### config.mk
export PLATFORM = sky130hd
export DESIGN_NAME = pwrfail_seq
export DESIGN_NICKNAME = d
export VERILOG_FILES = /design/src/rtl/pwrfail_pkg.sv /design/src/rtl/pwrfail_sync.sv /design/src/rtl/pwrfail_timer.sv /design/src/rtl/pwrfail_fsm.sv /design/src/rtl/pwrfail_seq.sv
export SDC_FILE = /design/constraint.sdc
export NUM_CORES = 1
export LEC_CHECK = 0
export BUFFER_PORTS_ARGS = -buffer_cell sky130_fd_sc_hd__buf_2
export CAP_MARGIN = 20
export CORE_MARGIN = 8
export CORE_UTILIZATION = 40
export CTS_BUF_LIST = sky130_fd_sc_hd__clkbuf_2
export CTS_CLUSTER_DIAMETER = 200
export CTS_CLUSTER_SIZE = 16
export DETAILED_ROUTE_END_ITERATION = 10
export GPL_TIMING_DRIVEN = 0
export PLACE_DENSITY = 0.59
export SYNTH_ARGS = -nofsm -noshare
export SYNTH_HDL_FRONTEND = slang
export SYNTH_SLANG_ARGS = --single-unit
### constraint.sdc
create_clock -name clk -period 2 [get_ports clk]
set_clock_uncertainty 0.2 [all_clocks]
set_input_delay 0.1 -clock clk [delete_from_list [all_inputs] [get_ports clk]]
set_output_delay 0.1 -clock clk [all_outputs]
set_load 0.02 [all_outputs]
### src/rtl/pwrfail_pkg.sv
package pwrfail_pkg;

  typedef enum logic [2:0] {
    PF_NORMAL = 3'd0,
    PF_WARN   = 3'd1,
    PF_DESEL  = 3'd2,
    PF_BATT   = 3'd3,
    PF_RECOV  = 3'd4
  } pf_state_t;

  typedef struct packed {
    logic irq_n;
    logic wprot;
    logic batt;
    logic we;
    logic oe;
  } pf_out_t;

  localparam pf_out_t PF_OUT_RESET = '{irq_n: 1'b1, wprot: 1'b0, batt: 1'b0, we: 1'b0, oe: 1'b0};

endpackage

### src/rtl/pwrfail_sync.sv
module pwrfail_sync #(
  parameter int WIDTH  = 2,
  parameter int STAGES = 2
) (
  input  logic             clk,
  input  logic             rst,
  input  logic [WIDTH-1:0] d,
  output logic [WIDTH-1:0] q
);

  logic [WIDTH-1:0] stg [STAGES];

  for (genvar i = 0; i < STAGES; i++) begin : g_stage
    if (i == 0) begin : g_first
      always_ff @(posedge clk) begin
        if (rst) stg[0] <= '0;
        else     stg[0] <= d;
      end
    end else begin : g_next
      always_ff @(posedge clk) begin
        if (rst) stg[i] <= '0;
        else     stg[i] <= stg[i-1];
      end
    end
  end

  assign q = stg[STAGES-1];

endmodule

### src/rtl/pwrfail_timer.sv
module pwrfail_timer #(
  parameter int          CNT_W   = 8,
  parameter int unsigned CNT_TOP = 200
) (
  input  logic             clk,
  input  logic             rst,
  input  logic             clr,
  output logic [CNT_W-1:0] cnt_q,
  output logic [CNT_W-1:0] cnt_d
);

  localparam logic [CNT_W-1:0] TOP = CNT_W'(CNT_TOP);

  always_comb begin
    if (clr)               cnt_d = '0;
    else if (cnt_q == TOP) cnt_d = cnt_q;
    else                   cnt_d = cnt_q + 1'b1;
  end

  always_ff @(posedge clk) begin
    if (rst) cnt_q <= '0;
    else     cnt_q <= cnt_d;
  end

endmodule

### src/rtl/pwrfail_fsm.sv
module pwrfail_fsm
  import pwrfail_pkg::*;
#(
  parameter int WARN_CYC    = 16,
  parameter int INT_REL_CYC = 40,
  parameter int REC_CYC     = 100,
  parameter int CNT_W       = 8
) (
  input  logic             clk,
  input  logic             rst,
  input  logic             fail_s,
  input  logic             swo_s,
  input  logic             bus_we_i,
  input  logic             bus_re_i,
  input  logic [CNT_W-1:0] cnt_q,
  input  logic [CNT_W-1:0] cnt_d,
  output logic             cnt_clr,
  output pf_out_t          out_q
);

  localparam logic [CNT_W-1:0] WARN_LAST = CNT_W'(WARN_CYC - 1);
  localparam logic [CNT_W-1:0] REC_LAST  = CNT_W'(REC_CYC - 1);
  localparam logic [CNT_W-1:0] REL_TH    = CNT_W'(INT_REL_CYC);

  pf_state_t state_q, state_d;
  pf_out_t   out_d;

  always_comb begin
    state_d = state_q;
    unique case (state_q)
      PF_NORMAL: if (fail_s) state_d = PF_WARN;
      PF_WARN: begin
        if (!fail_s)                 state_d = PF_NORMAL;
        else if (cnt_q == WARN_LAST) state_d = PF_DESEL;
      end
      PF_DESEL: begin
        if (swo_s)        state_d = PF_BATT;
        else if (!fail_s) state_d = PF_RECOV;
      end
      PF_BATT: if (!swo_s) state_d = PF_DESEL;
      PF_RECOV: begin
        if (fail_s)                 state_d = PF_DESEL;
        else if (cnt_q == REC_LAST) state_d = PF_NORMAL;
      end
      default: state_d = PF_NORMAL;
    endcase
  end

  assign cnt_clr = (state_d != state_q);

  always_comb begin
    out_d.wprot = (state_d == PF_DESEL) || (state_d == PF_BATT) || (state_d == PF_RECOV);
    out_d.batt  = (state_d == PF_BATT);
    if (state_d == PF_RECOV) out_d.irq_n = (cnt_d >= REL_TH);
    else                     out_d.irq_n = (state_d == PF_NORMAL);
    out_d.we = bus_we_i && !out_d.wprot;
    out_d.oe = bus_re_i && !bus_we_i && !out_d.wprot;
  end

  always_ff @(posedge clk) begin
    if (rst) begin
      state_q <= PF_NORMAL;
      out_q   <= PF_OUT_RESET;
    end else begin
      state_q <= state_d;
      out_q   <= out_d;
    end
  end

endmodule

### src/rtl/pwrfail_seq.sv
module pwrfail_seq
  import pwrfail_pkg::*;
#(
  parameter int WARN_CYC    = 16,
  parameter int INT_REL_CYC = 40,
  parameter int REC_CYC     = 100,
  parameter int SYNC_STAGES = 2
) (
  input  logic clk,
  input  logic rst,
  input  logic vlow_pfd_i,
  input  logic vlow_sw_i,
  input  logic bus_we_i,
  input  logic bus_re_i,
  output logic irq_n_o,
  output logic wprot_o,
  output logic batt_sel_o,
  output logic mem_we_o,
  output logic dq_oe_o
);

  localparam int CNT_MAX = (WARN_CYC > REC_CYC) ? WARN_CYC : REC_CYC;
  localparam int CNT_W   = $clog2(CNT_MAX + 1);

  logic [1:0]       flags_s;
  logic             cnt_clr;
  logic [CNT_W-1:0] cnt_q, cnt_d;
  pf_out_t          outs;

  pwrfail_sync #(.WIDTH(2), .STAGES(SYNC_STAGES)) u_sync (
    .clk (clk),
    .rst (rst),
    .d   ({vlow_sw_i, vlow_pfd_i}),
    .q   (flags_s)
  );

  pwrfail_timer #(.CNT_W(CNT_W), .CNT_TOP(CNT_MAX)) u_timer (
    .clk   (clk),
    .rst   (rst),
    .clr   (cnt_clr),
    .cnt_q (cnt_q),
    .cnt_d (cnt_d)
  );

  pwrfail_fsm #(
    .WARN_CYC    (WARN_CYC),
    .INT_REL_CYC (INT_REL_CYC),
    .REC_CYC     (REC_CYC),
    .CNT_W       (CNT_W)
  ) u_fsm (
    .clk      (clk),
    .rst      (rst),
    .fail_s   (flags_s[0]),
    .swo_s    (flags_s[1]),
    .bus_we_i (bus_we_i),
    .bus_re_i (bus_re_i),
    .cnt_q    (cnt_q),
    .cnt_d    (cnt_d),
    .cnt_clr  (cnt_clr),
    .out_q    (outs)
  );

  assign irq_n_o    = outs.irq_n;
  assign wprot_o    = outs.wprot;
  assign batt_sel_o = outs.batt;
  assign mem_we_o   = outs.we;
  assign dq_oe_o    = outs.oe;

endmodule

; ---- After elaboration in Yosys (flattened, before gate mapping)
; Memories as Yosys holds them, arrays and structs flattened.
; Index checks and enable logic that the tools add are counted.
[totals]
ff_bits = 15
ramBits = 4
input_bits = 6
output_inout_bits = 5
word_cells = 49
memories = 1
[op_classes]
add_sub_neg = 1
n_lt_le_gt_ge = 1
eq_ne = 11
mux = 17
bitwise_logic = 2
reduce_logical = 9
[mem_list]
columns = name, depth, word_bits, read_ports, rd_clocked_by_memory_dff, wr, line_no
row1 = u_sync.stg, 2, 2, 2, 0, 2, pwrfail_sync.sv:11  ; logic [WIDTH-1:0] stg [STAGES];
[ops]
columns = op, count
row1 = $mux W3, 8
row2 = $pmux W3 S5, 1
row3 = $eq A7 B7 Y1 const B, 2
row4 = $mux W7, 2
row5 = $eq A3 B2 Y1 const B, 4
row6 = $add A7 B1 Y7 const B, 1
row7 = $eq A7 B4 Y1 const B, 1
row8 = $ge A7 B6 Y1 const B, 1
row9 = $eq A3 B3 Y1 const B, 2
row10 = $logic_not A3 Y1, 2
row11 = $mux W1, 4
row12 = $mux W2, 2
row13 = $eq A3 B1 Y1 const B, 1
row14 = $logic_and A1 B1 Y1, 3
row15 = $ne A3 B3 Y1, 1
row16 = $logic_not A1 Y1, 2
row17 = $logic_or A1 B1 Y1, 2
row18 = $or A1 B1 Y1, 2

; ---- Depth between registers and ports, before layout
; Gate-level depths: netlist of the first run.
[logic_depth]
ltp_word = 9
depth_mapped = 8
depth_no_buf = 7

; ---- Cells and area by module
; From an unflattened synthesis of the first run, not the netlist that was laid out.
[hier_totals]
hier_cells = 106
area_unflattened_um2 = 979.7
[by_module_without_submodules]
columns = module, instances, cells_per_inst, area_each_um2, seq_area_each_um2
row1 = pwrfail_fsm, 1, 48, 480.5, 160.2
row2 = pwrfail_timer, 1, 50, 394.1, 140.1
row3 = pwrfail_sync, 1, 8, 105.1, 80.1

; ---- Worst setup path before layout of the first run
; No wires, ideal clock.
[synth_timing]
path_type = register to register
startpoint = register u_timer.cnt_q[0]
endpoint = register u_timer.cnt_q[4]
setup_ps = 79
t_arrival_ps = 1533
required_ps = 1721
slack_ps = 188
stages_incl_launch_ff = 9
path_buffers = 2
period_less_slack_ps = 1812
cell_sequence = dfxtp_1 -> ha_1 -> and3_4 -> buf_6 -> a211oi_2 -> o32ai_1 -> or2_1 -> buf_6 -> a211oi_2
[synth_between]
elab_chain_len = 6
word_cells_on_any_way = 12
classes_between = add/sub: 1 / eq/ne: 4 / mux: 7
[synth_rtl]
columns = element, line_no
row1 = from (decl), pwrfail_timer.sv:8  ; output logic [CNT_W-1:0] cnt_q,
row2 = from (signal assigned), pwrfail_timer.sv:22  ; else cnt_q <= cnt_d;
row3 = $eq A7 B7 Y1 or $eq A7 B4 Y1 (tied branches), "pwrfail_fsm.sv:43, pwrfail_fsm.sv:34"
row4 = "$mux W3, on equally long branches", "pwrfail_fsm.sv:43, pwrfail_fsm.sv:34"
row5 = "$mux W3, on equally long branches", "pwrfail_fsm.sv:42, pwrfail_fsm.sv:33"
row6 = $pmux W3 S5, pwrfail_fsm.sv:30  ; unique case (state_q)
row7 = $ne A3 B3 Y1, pwrfail_fsm.sv:49  ; assign cnt_clr = (state_d != state_q);
row8 = $mux W7 (*), pwrfail_timer.sv:15  ; if (clr) cnt_d = '0;
; Every way passes the cells marked *; elsewhere a longest branch is shown, timed or not.
; A chain may end at the register's enable or synchronous reset.

; ---- Worst setup path after layout of the first run
; Same ends and word-level chain as after synthesis.

==> out/results.txt, run 1 <==
After clock tree synthesis, the clock-pin slew on the worst setup and hold paths is 0.20 ns. The run finished with clean final reports. Summing all placed instances gives a cell area of 997 µm². The register area share after synthesis came out at 41.7%. The floorplan die area is 0.00406 mm².

Setup slack on the critical path of the routed design comes to 0.0436 ns. The critical path in this run is classified as reg -> reg. The clock latency of the later-clocked register in the worst-skew pair came out at 0.32 ns. The tools report the area inside the core boundary as 0.00219 mm². In the final layout, flip-flops and latches occupy 385 µm². During synthesis, Yosys emitted a total of 0 warnings. TritonCTS built the clock tree. Total power density per cell area: 583 mW/mm².

The tools report the starting utilization of the core area as 41.6%. The category of cells accounting for the largest share of critical-path delay was compound AO/OA/AOI/OAI gates. The count of antenna diodes in the layout was 0. Walking the worst path, the cells encountered are ha_4 -> and3_4 -> buf_6 -> a211oi_2 -> o32ai_2 -> or2_1 -> buf_6 -> a211oi_2. The number of buffers added on ports works out to 10. Across the run, the number of max-cap violations was 0. VDD sags by at most 419 µV. Most common library cell in the layout ignoring fill and taps: sky130_fd_sc_hd__dfxtp_1.

The tools report the number of global-route vias before repair as 651. In the layout the commonest cells are 17 x sky130_fd_sc_hd__dfxtp_1, 10 x sky130_fd_sc_hd__buf_2, 8 x sky130_fd_sc_hd__nor2_1. Global router's overall resource usage: 8.30%.

The combined area of the multi-input logic cells was 499 µm²; the pin slew with the least headroom to its limit was 0.431 ns. The slowest stage of the critical path belongs to the cell sky130_fd_sc_hd__dfxtp_4. The count of final max-slew check failures is 0. The tools report the routability-driven placement congestion ratio as 0.794. The type of origin of the critical path was a flip-flop. Counting the fill cells in the layout gives 216.

The HPWL after detailed placement is 1.18 mm. The number of nets with antenna violations after detailed routing was 0. Number of nets in the final layout: 128. The global-route congestion overflow total is 0, and the final instance area is 0.00110 mm².

From bottom edge to top edge, the die measures 63.8 µm. The post-synthesis cell count was 99; the maximum number of pins on one net before global-route repair was 13. Synthesis inferred 19 register bits. For the worst setup path, the data arrival time is 2.01 ns. The clock buffer count from CTS was 3; the highest cell delay on the worst timing path was 0.40 ns. The worst path needs 1.96 ns of the cycle, external delays included. The critical path capture point type was a flip-flop. Of the available clock period, the critical path in the final layout requires 97.8%. By area the synthesized netlist is led by sky130_fd_sc_hd__dfxtp_1 42%, sky130_fd_sc_hd__nand2b_1 4.8%, sky130_fd_sc_hd__nor2b_1 4.8%. The number of design rule violations left after detail routing is 0.

The number of buffers and inverters on the critical path is 2. Based on the critical path, the design can be clocked at up to 511 MHz. Average detailed-routed wire length per instance: 11.4 µm. Buffer type at the clock tree root: sky130_fd_sc_hd__clkbuf_2. The logs give 0 for the initial antenna violation count and 17 for the number of rows created at floorplan. The first global-routing pass estimated 2.82 mm of wire.

A synthesized cell averages 9.21 µm². CTS saw 19 sinks. Setup violations remaining at the end of the flow were counted as 0. The synthesized netlist occupies a cell area of 912 µm². OpenSTA, run right after detailed placement, puts the worst setup slack at 0.0633 ns.

Width of the die: 63.8 µm. Summed over all instances, the cell type with the most area after synthesis is sky130_fd_sc_hd__dfxtp_1. After detailed routing, the total wire length is 1.68 mm. The count of different cell masters after synthesis was 37; the via-per-instance ratio was 4.82. The run gives 2.06 ns as the data required time at the worst endpoint. The final number of hold-violating endpoints was 0; the overall via count from detail_route was 709. The maximum fanout along the worst path came out at 7. From synthesis to final layout, the design area changed by 20.9%. In this run, the number of DRC markers left after iteration 0 of detailed routing was 16. The total power draw is 0.000643 W, and the area share of the leading cell type in the synthesized netlist is 41.7%. The worst hold path belongs to the class reg -> reg.

The tools report the H-tree depth as 1. The worst pin sits at a relative slew slack of 71.3%. The first-pass detailed-route iteration total was 4; the total I/O pin count was 11. In the final layout, the share of cells above drive strength 1 is 23.5%.

The tools report the net count after synthesis as 107. The reported leakage power was 0.407 nW. The deepest clock path buffer count was 2.
==> routing by layer <==
layer  vias to the layer above  track usage, %  part of all wire, %
met5                         -               0                    0
met4                         0            5.01                  1.5
met3                         4            1.74                  2.0
met2                         8            11.7                   42
met1                       313            11.3                   55
li1                        384               -                    -
==> flip-flops by register name (all words and copies together) (netlist names) <==
register and cells:
u_timer.cnt_q 7, u_fsm.state_q 3, u_fsm.out_q 5, u_sync.stg 4
==> path summary, 6_finish.rpt <==
| kind | start | to | slack [ns] | cells after the start |
|---|---|---|---|---|
| setup / recovery | u_timer.cnt_q[0]$_SDFF_PP0_ | u_timer.cnt_q[4]$_SDFF_PP0_ | 0.04 | 8 |
| setup reg to reg | u_timer.cnt_q[0]$_SDFF_PP0_ | u_timer.cnt_q[4]$_SDFF_PP0_ | 0.04 | 8 |
| hold reg to reg | u_sync.stg[0][1]$_SDFF_PP0_ | u_sync.stg[1][1]$_SDFF_PP0_ | 0.26 | 1 |
| hold / removal | u_sync.stg[0][1]$_SDFF_PP0_ | u_sync.stg[1][1]$_SDFF_PP0_ | 0.26 | 1 |
==> what timing repair did <==
action                     CTS  global route
gates resized for setup      0             6
hold buffers                 5             0
setup endpoints to repair    0             8
buffers inserted             0             1
hold endpoints to repair    11             0
==> cell type report <==
cell class	instances	share of cell area [%]
clock buffer	3	1.36
multi-input combinational	70	45.3
inverter	5	1.70
buffer	5	3.06
clock inverter	1	0.681
sequential	19	35.0
tap	28	3.18
timing repair buffer	16	9.76
==> where the power goes <==
group,switching [W],internal (W),leakage (nW),total [W]
Clock,0.000130,0.0000466,0.0126,0.000177
Sequential,0.0000103,0.000392,0.156,0.000402
Combinational,0.0000309,0.0000332,0.238,0.0000642
Total,0.000171,0.000471,0.407,0.000643
==> worst reg2reg max path, delay by kind of cell, from the launching register on <==
family	cells	cell delay (ns)
compound gates	3	0.49
flops	1	0.40
simple gates	2	0.39
buf+inv	2	0.26
fa+ha+maj	1	0.16
==> synth_stat cells, drive strengths merged <==
cell type	instances
and4	1
xnor2	2
nor4b	1
nor3	5
buf	3
and3	2
nand3	2
clkbuf	2
nand3b	1
nand2b	7
o32ai	1
a21oi	7
nor2b	7
a31o	1
o31ai	1
nor2	8
and4bb	1
a211oi	3
o21ai	4
nand4b	1
dfxtp	19
a31oi	2
ha	2
o22ai	1
nand4	1
nand2	4
inv	5
or2	1
xor2	2
nor3b	2
==> through the flow <==
stage | hold slack (ns) | utilization [%] | setup TNS [ns] | instances
2_1_floorplan | -0.0286 | - | 0 | 99
3_3_place_gp | 0.0810 | 45.5 | 0 | 137
3_5_place_dp | 0.0861 | 45.5 | 0 | 137
4_1_cts | 0.251 | 48.8 | 0 | 146
5_1_grt | 0.241 | 50.3 | -0.0220 | 147
6_report | 0.263 | 50.3 | 0 | 147
==> cell families (layout without fill, tap and decap cells) <==
kind of cell               Yosys count  count (layout)  share of synthesized area (%)
AOI/OAI and AO/OA                   20              20                           16.0
xor gates and xnor gates             4               4                           3.84
adders and majority gates            2               2                           2.74
buffers and inverters               10              30                           5.76
DFF                                 19              19                           41.7
and+or+nand+nor                     44              44                           29.9
No activity file was read; power rests on OpenSTA's default activity.
==> run 2, diff against run 1 <==
--- a/config.mk
+++ b/config.mk
@@ -13,7 +13,6 @@
 export CTS_CLUSTER_DIAMETER = 200
 export CTS_CLUSTER_SIZE = 16
 export DETAILED_ROUTE_END_ITERATION = 10
-export GPL_TIMING_DRIVEN = 0
 export PLACE_DENSITY = 0.59
 export SYNTH_ARGS = -nofsm -noshare
 export SYNTH_HDL_FRONTEND = slang
==> run 2 against run 1 <==
Net effect: worst hold slack worse by 0.0052 ns; global-route usage is 0.67 points higher; setup slack improved by 0.093 ns; routed wire length increased by 3.2%; sequential share of layout area increased by 0.85 points; design area shrank 3.6%; clock-buffer cell count is the same; first-iteration DRC count increased by 63%; total power fell by 3.0%; die area stayed put; fmax grew 5.0%; critical endpoint is now u_fsm.out_q[0]$_SDFF_PP0_; largest cell class unchanged; largest power group unchanged.
==> out/results.txt, run 2 (same netlist as run 1, synthesis figures left out) <==
The run finished with clean final reports. Setup repair after global routing left no endpoint under its margin. The routing usage on met2 is 14.2% (was 11.7%). The number of buffers added on ports is 10 (unchanged).

The fraction of final layout cells with drive strength greater than 1 was 20.9% (was 23.5%); the global-route congestion overflow total was 0 (unchanged). The average detailed-routed wire length per instance is 12.1 µm (was 11.4 µm). The worst slack on hold paths is 0.258 ns (was 0.263 ns). The filler-free cell count of the finished design was 143 (was 147). The minimum clock period came out at 1.86 ns (was 1.96 ns). The wire length of the first global-routing pass was 3.01 mm (was 2.82 mm); the worst-case setup slack after placement was 0.0830 ns (was 0.0633 ns).

Critical path start-end classification: reg -> reg (unchanged). The maximum number of pins on one net before global-route repair was 14 (was 13). For the routability-driven placement congestion ratio, the log shows 0.808 (was 0.794). The signed area change from the synthesized netlist to the final layout came out at 16.5% (was 20.9%). The number of global-route vias before repair was 709 (was 651); the clock buffer count from CTS was 3 (unchanged). The logs give 0.00406 mm² (unchanged) for the floorplan die area and 4 (unchanged) for the first-pass detailed-route iteration total.

Commonest cells after routing, fill and taps aside: 19 x sky130_fd_sc_hd__dfxtp_1, 10 x sky130_fd_sc_hd__buf_2, 8 x sky130_fd_sc_hd__nor2_1 (was 17 x sky130_fd_sc_hd__dfxtp_1, 10 x sky130_fd_sc_hd__buf_2, 8 x sky130_fd_sc_hd__nor2_1). Peak-usage layer in the global routing report: met2 (unchanged). The die extent in y came out at 63.8 µm (unchanged).

The tools report the area inside the core boundary as 0.00219 mm² (unchanged). The number of cells on the worst hold path works out to 1 (unchanged). For the data required time at the worst endpoint, the log shows 2.03 ns (was 2.06 ns). The run gives 11 (unchanged) as the total I/O pin count. For the reported leakage power, the log shows 0.402 nW (was 0.407 nW).

The CTS sink count was 19 (unchanged); the total power density per cell area was 587 mW/mm² (was 583 mW/mm²). The buffer type at the clock tree root was sky130_fd_sc_hd__clkbuf_2 (unchanged). Type of the most critical hold path: reg -> reg (unchanged). The maximum fanout along the worst path was 6 (was 7).

The count of antenna diodes in the layout was 0 (unchanged); the deepest clock path buffer count was 2 (unchanged). The number of max-cap violations is 0 (unchanged), and the via-per-instance ratio is 5.00 (was 4.82). The count of final max-slew check failures was 0 (unchanged); the overall via count from detail_route was 715 (was 709). For the relative max-transition margin, the log shows 70.5% (was 71.3%). Most common library cell in the layout ignoring fill and taps: sky130_fd_sc_hd__dfxtp_1 (unchanged). The post-layout worst setup margin is 0.137 ns (was 0.0436 ns), and the final number of hold-violating endpoints is 0 (unchanged). The number of nets in the final layout was 124 (was 128); the flip-flop count of the largest register, all copies and words added was 7 (unchanged). The type of origin of the critical path is a flip-flop (unchanged).

For the maximum vdd drop, the log shows 343 µV (was 419 µV). The clock edge transition at the registers on the reported setup and hold paths is 0.18 ns (was 0.20 ns). The logs give 41.6% (unchanged) for the starting utilization of the core area and 0 ns (unchanged) for the total negative setup slack. The HPWL after detailed placement was 1.20 mm (was 1.18 mm).

TritonCTS built the clock tree. The run gives 26 (was 16) as the initial DRC count. Overall routed net length: 1.74 mm (was 1.68 mm).

The tools report the number of instances in the placed design as 132 (was 137). Register with the most flip-flops: u_timer.cnt_q (unchanged). Number of design rule violations left after detail routing: 0 (unchanged). The post-CTS setup-driven buffer insertion count is 0 (unchanged), and the ratio of final minimum period to clock period is 93.2% (was 97.8%). The initial antenna violation count was 0 (unchanged). Largest registers: u_timer.cnt_q: 7 flops, u_fsm.out_q: 5 flops, u_sync.stg: 4 flops (unchanged). The arrival time at the worst endpoint was 1.90 ns (was 2.01 ns). The achievable frequency was 537 MHz (was 511 MHz).

The global router's overall resource usage is 8.98% (was 8.30%), and the met1 global-route usage is 10.6% (was 11.3%). The run gives 0 (unchanged) as the number of nets with antenna violations after detailed routing. H-tree depth: 1 (unchanged). The width of the die was 63.8 µm (unchanged); the routing usage on met3 was 1.92% (was 1.74%). The pin slew with the least headroom to its limit works out to 0.439 ns (was 0.431 ns). The clock latency of the later-clocked register in the worst-skew pair was 0.30 ns (was 0.32 ns); the final setup violation count was 0 (unchanged). The number of rows created at floorplan was 17 (unchanged). The critical path capture point type is a flip-flop (unchanged). Cell count of the worst reg-to-reg path: 6 (was 8).
## run 2: changes by cell type in the layout (fill, tap and decap cells not counted), sizes merged
cell         delta
buf             -4
clkinv          +1
clkinvlp        -1
dlygate4sd3     +2
clkbuf          -2
## run 2: path summary, 6_finish.rpt
check	end	slack, ns	startpoint
max	u_fsm.out_q[0]$_SDFF_PP0_	0.14	u_timer.cnt_q[0]$_SDFF_PP0_
min	u_sync.stg[1][0]$_SDFF_PP0_	0.26	u_sync.stg[0][0]$_SDFF_PP0_
max reg2reg	u_fsm.out_q[0]$_SDFF_PP0_	0.14	u_timer.cnt_q[0]$_SDFF_PP0_
min reg2reg	u_sync.stg[1][0]$_SDFF_PP0_	0.26	u_sync.stg[0][0]$_SDFF_PP0_
## run 2: repair_timing
item                                   CTS  global route
gates resized for setup                  0             3
endpoints found under the hold margin   12             0
hold buffers                             7             0
setup endpoints to repair                0            10
## run 2: metrics by stage
step	total power (W)	utilization [%]	area, µm²
2_1_floorplan	0.000444	-	912
6_report	0.000624	48.5	1060
3_5_place_dp	0.000457	44.0	963
3_3_place_gp	0.000455	44.0	963
5_1_grt	0.000660	48.5	1060
4_1_cts	0.000632	48.1	1050
## run 2: final cells by class
type	instances	area, µm²
tap	28	35.0
inverter	5	18.8
clock buffer	3	15.0
fill	209	1130
multi-input combinational	70	488
sequential	19	380
clock inverter	1	5.00
timing repair buffer	17	120
## run 2: metal layers
layer	part of all wire, %	vias to the layer above
met5	0	-
met1	49	332
met4	0.86	0
met3	2.4	2
met2	47	6
li1	-	375
## run 2: critical path, stage by stage (launching register included)
cell and delay, ns:
sky130_fd_sc_hd__dfxtp_1 0.38, sky130_fd_sc_hd__ha_1 0.23, sky130_fd_sc_hd__and3_4 0.18, sky130_fd_sc_hd__a31o_1 0.24, sky130_fd_sc_hd__a31oi_4 0.28, sky130_fd_sc_hd__nand2_2 0.10, sky130_fd_sc_hd__nor4b_2 0.20
## run 2: where the power goes
group,switching (W),internal [W]
Combinational,0.0000293,0.0000314
Clock,0.000117,0.0000453
Sequential,0.00000981,0.000391
Total,0.000156,0.000467
==> run 3, diff against run 2 <==
==> constraint.sdc (replaced) <==
create_clock -name clk -period 2.2 [get_ports clk]
set_clock_uncertainty 0.2 [all_clocks]
set_input_delay 0.11 -clock clk [delete_from_list [all_inputs] [get_ports clk]]
set_output_delay 0.11 -clock clk [all_outputs]
set_load 0.02 [all_outputs]
==> run 3 against run 2 <==
Net effect: combinational power down 13%; routed wire length down 1.7%; largest power group unchanged; die area unchanged.
==> out/results.txt, run 3 (same netlist as run 1, synthesis figures left out) <==
The clock edge transition at the registers on the reported setup and hold paths was 0.18 ns (about the same). The total negative setup slack is 0 ns (unchanged), and the total I/O pin count is 11 (unchanged). The fraction of final layout cells with drive strength greater than 1 came out at 18.3% (was 20.9%). The ratio of final minimum period to clock period was 88.6% (was 93.2%); the final number of hold-violating endpoints was 0 (unchanged). The average detailed-routed wire length per instance is 11.9 µm (was 12.1 µm). Clock buffer count from CTS: 3 (unchanged). The die extent in y was 63.8 µm (unchanged); the number of nets with antenna violations after detailed routing was 0 (unchanged).

Data required time at the worst endpoint: 2.21 ns (was 2.03 ns). The type of origin of the critical path was a flip-flop (unchanged). The buffer type at the clock tree root was sky130_fd_sc_hd__clkbuf_2 (unchanged). Overall via count from detail_route: 721 (was 715). Number of gates given a new drive strength after cts: 0 (unchanged). The run gives 9.4% (was 9.7%) as the fraction of power consumed by combinational cells. Type of the most critical hold path: reg -> reg (unchanged).

The clock latency of the later-clocked register in the worst-skew pair is 0.30 ns (about the same), and the number of nets in the final layout is 124 (unchanged). The part of the power in the clock network came out at 26.1% (was 26.0%). The logs give 0 (unchanged) for the global-route congestion overflow total and 513 MHz (was 537 MHz) for the achievable frequency.

The cell area after placement is 963 µm² (unchanged). Critical path start-end classification: reg -> reg (unchanged). The total power density per cell area is 535 mW/mm² (was 587 mW/mm²). Commonest cells after routing, fill and taps aside: 19 x sky130_fd_sc_hd__dfxtp_1, 10 x sky130_fd_sc_hd__buf_2, 8 x sky130_fd_sc_hd__nor2_1 (unchanged). The flip-flop count of the largest register, all copies and words added works out to 7 (unchanged). The number of design rule violations left after detail routing came out at 0 (unchanged).

Most common library cell in the layout ignoring fill and taps: sky130_fd_sc_hd__dfxtp_1 (unchanged). The signed area change from the synthesized netlist to the final layout is 15.5% (was 16.5%), and the count of final max-slew check failures is 0 (unchanged). The wire length of the first global-routing pass is 2.94 mm (was 3.01 mm).

For the count of antenna diodes in the layout, the log shows 0 (unchanged). Critical path capture point type: a flip-flop (unchanged). The tools report the starting utilization of the core area as 41.6% (unchanged). The minimum clock period was 1.95 ns (was 1.86 ns). The width of the die is 63.8 µm (unchanged), and the deepest clock path buffer count is 2 (unchanged). The relative contribution of sequential cells to total power was 64.5% (was 64.2%); the number of rows created at floorplan was 17 (unchanged). Reported leakage power: 0.401 nW (was 0.402 nW). Largest registers: u_timer.cnt_q: 7 flops, u_fsm.out_q: 5 flops, u_sync.stg: 4 flops (unchanged). The total power draw came out at 0.000564 W (was 0.000624 W). The tools report the final setup violation count as 0 (unchanged). The maximum vdd drop is 342 µV (was 343 µV), and the via-per-instance ratio is 5.04 (was 5.00). For the area inside the core boundary, the log shows 0.00219 mm² (unchanged). HPWL after detailed placement: 1.21 mm (was 1.20 mm). The first-pass detailed-route iteration total was 4 (unchanged); the total net switching power was 0.000141 W (was 0.000156 W). The run gives 0.00105 mm² (was 0.00106 mm²) as the final instance area. The relative max-transition margin came out at 70.4% (was 70.5%).

The count of hold-fix buffers inserted at cts is 7 (unchanged). The run gives 19 (unchanged) as the CTS sink count. The tools report the number of max-cap violations as 0 (unchanged).

The overall routed net length came out at 1.71 mm (was 1.74 mm). The tools report the initial DRC count as 14 (was 26). The post-CTS setup-driven buffer insertion count was 0 (unchanged); the H-tree depth was 1 (unchanged).

TritonCTS built the clock tree. The register with the most flip-flops was u_timer.cnt_q (unchanged). The run finished with clean final reports. The tools report the arrival time at the worst endpoint as 1.95 ns (was 1.90 ns).

The pin slew with the least headroom to its limit was 0.440 ns (was 0.439 ns); the initial antenna violation count was 0 (unchanged). The number of global-route vias before repair is 659 (was 709), and the global router's overall resource usage is 8.80% (was 8.98%). The worst slack on hold paths came out at 0.258 ns (about the same). The routability-driven placement congestion ratio is 0.809 (was 0.808), and the switching part of the total is 24.9% (was 25.0%). Setup repair after global routing left no endpoint under its margin. The maximum fanout along the worst path was 7 (was 6); the maximum number of pins on one net before global-route repair was 14 (unchanged). For the internal power, the log shows 0.000423 W (was 0.000467 W).

The floorplan die area is 0.00406 mm² (unchanged). The number of buffers added on ports came out at 10 (unchanged).
run 3: cell counts in the layout (fill, tap and decap cells not counted):
Identical to the previous run, type by type.
run 3: worst max-delay path: stages, from the launching register on:
cell and delay [ns]:
sky130_fd_sc_hd__dfxtp_1 0.42, sky130_fd_sc_hd__ha_1 0.20, sky130_fd_sc_hd__nor2b_1 0.22, sky130_fd_sc_hd__a21oi_1 0.10, sky130_fd_sc_hd__o32ai_1 0.31, sky130_fd_sc_hd__or2_1 0.32, sky130_fd_sc_hd__a211oi_2 0.08
run 3: power groups by stage:
stage / registers, W / clock network, W / logic [W]
after floorplan: 0.000371 / 0 / 0.0000324
after global placement: 0.000370 / 0 / 0.0000432
after detailed placement: 0.000371 / 0 / 0.0000439
after CTS: 0.000364 / 0.000160 / 0.0000533
after global routing: 0.000366 / 0.000169 / 0.0000587
final: 0.000364 / 0.000147 / 0.0000530
run 3: worst paths after layout:
path	slack [ns]	cells after the start	endpoint	from
hold / removal	0.26	1	u_sync.stg[1][0]$_SDFF_PP0_	u_sync.stg[0][0]$_SDFF_PP0_
hold reg to reg	0.26	1	u_sync.stg[1][0]$_SDFF_PP0_	u_sync.stg[0][0]$_SDFF_PP0_
setup reg to reg	0.25	6	u_timer.cnt_q[4]$_SDFF_PP0_	u_timer.cnt_q[1]$_SDFF_PP0_
setup / recovery	0.25	6	u_timer.cnt_q[4]$_SDFF_PP0_	u_timer.cnt_q[1]$_SDFF_PP0_
run 3: stage by stage:
stage / setup slack (ns) / std cells / utilization [%]
2_1_floorplan: 0.388 / 99 / -
3_3_place_gp: 0.358 / 132 / 44.0
3_5_place_dp: 0.279 / 132 / 44.0
4_1_cts: 0.251 / 143 / 48.1
5_1_grt: 0.0703 / 143 / 48.1
6_report: 0.251 / 143 / 48.1
run 3: layout make-up:
type | instances | area (µm²)
clock inverters | 1 | 5.00
flip-flops and latches | 19 | 380
repair buffers | 17 | 120
multi-input cells | 70 | 479
inverters | 5 | 18.8
well taps | 28 | 35.0
fillers | 225 | 1140
clock buffers | 3 | 15.0
run 3: per-layer routing:
layer	up-vias	global-route usage [%]	routed length [µm]
met5	-	0	0
met4	0	5.85	15
met3	2	1.74	44
met2	11	13.3	785
met1	335	11.1	859
li1	373	-	-
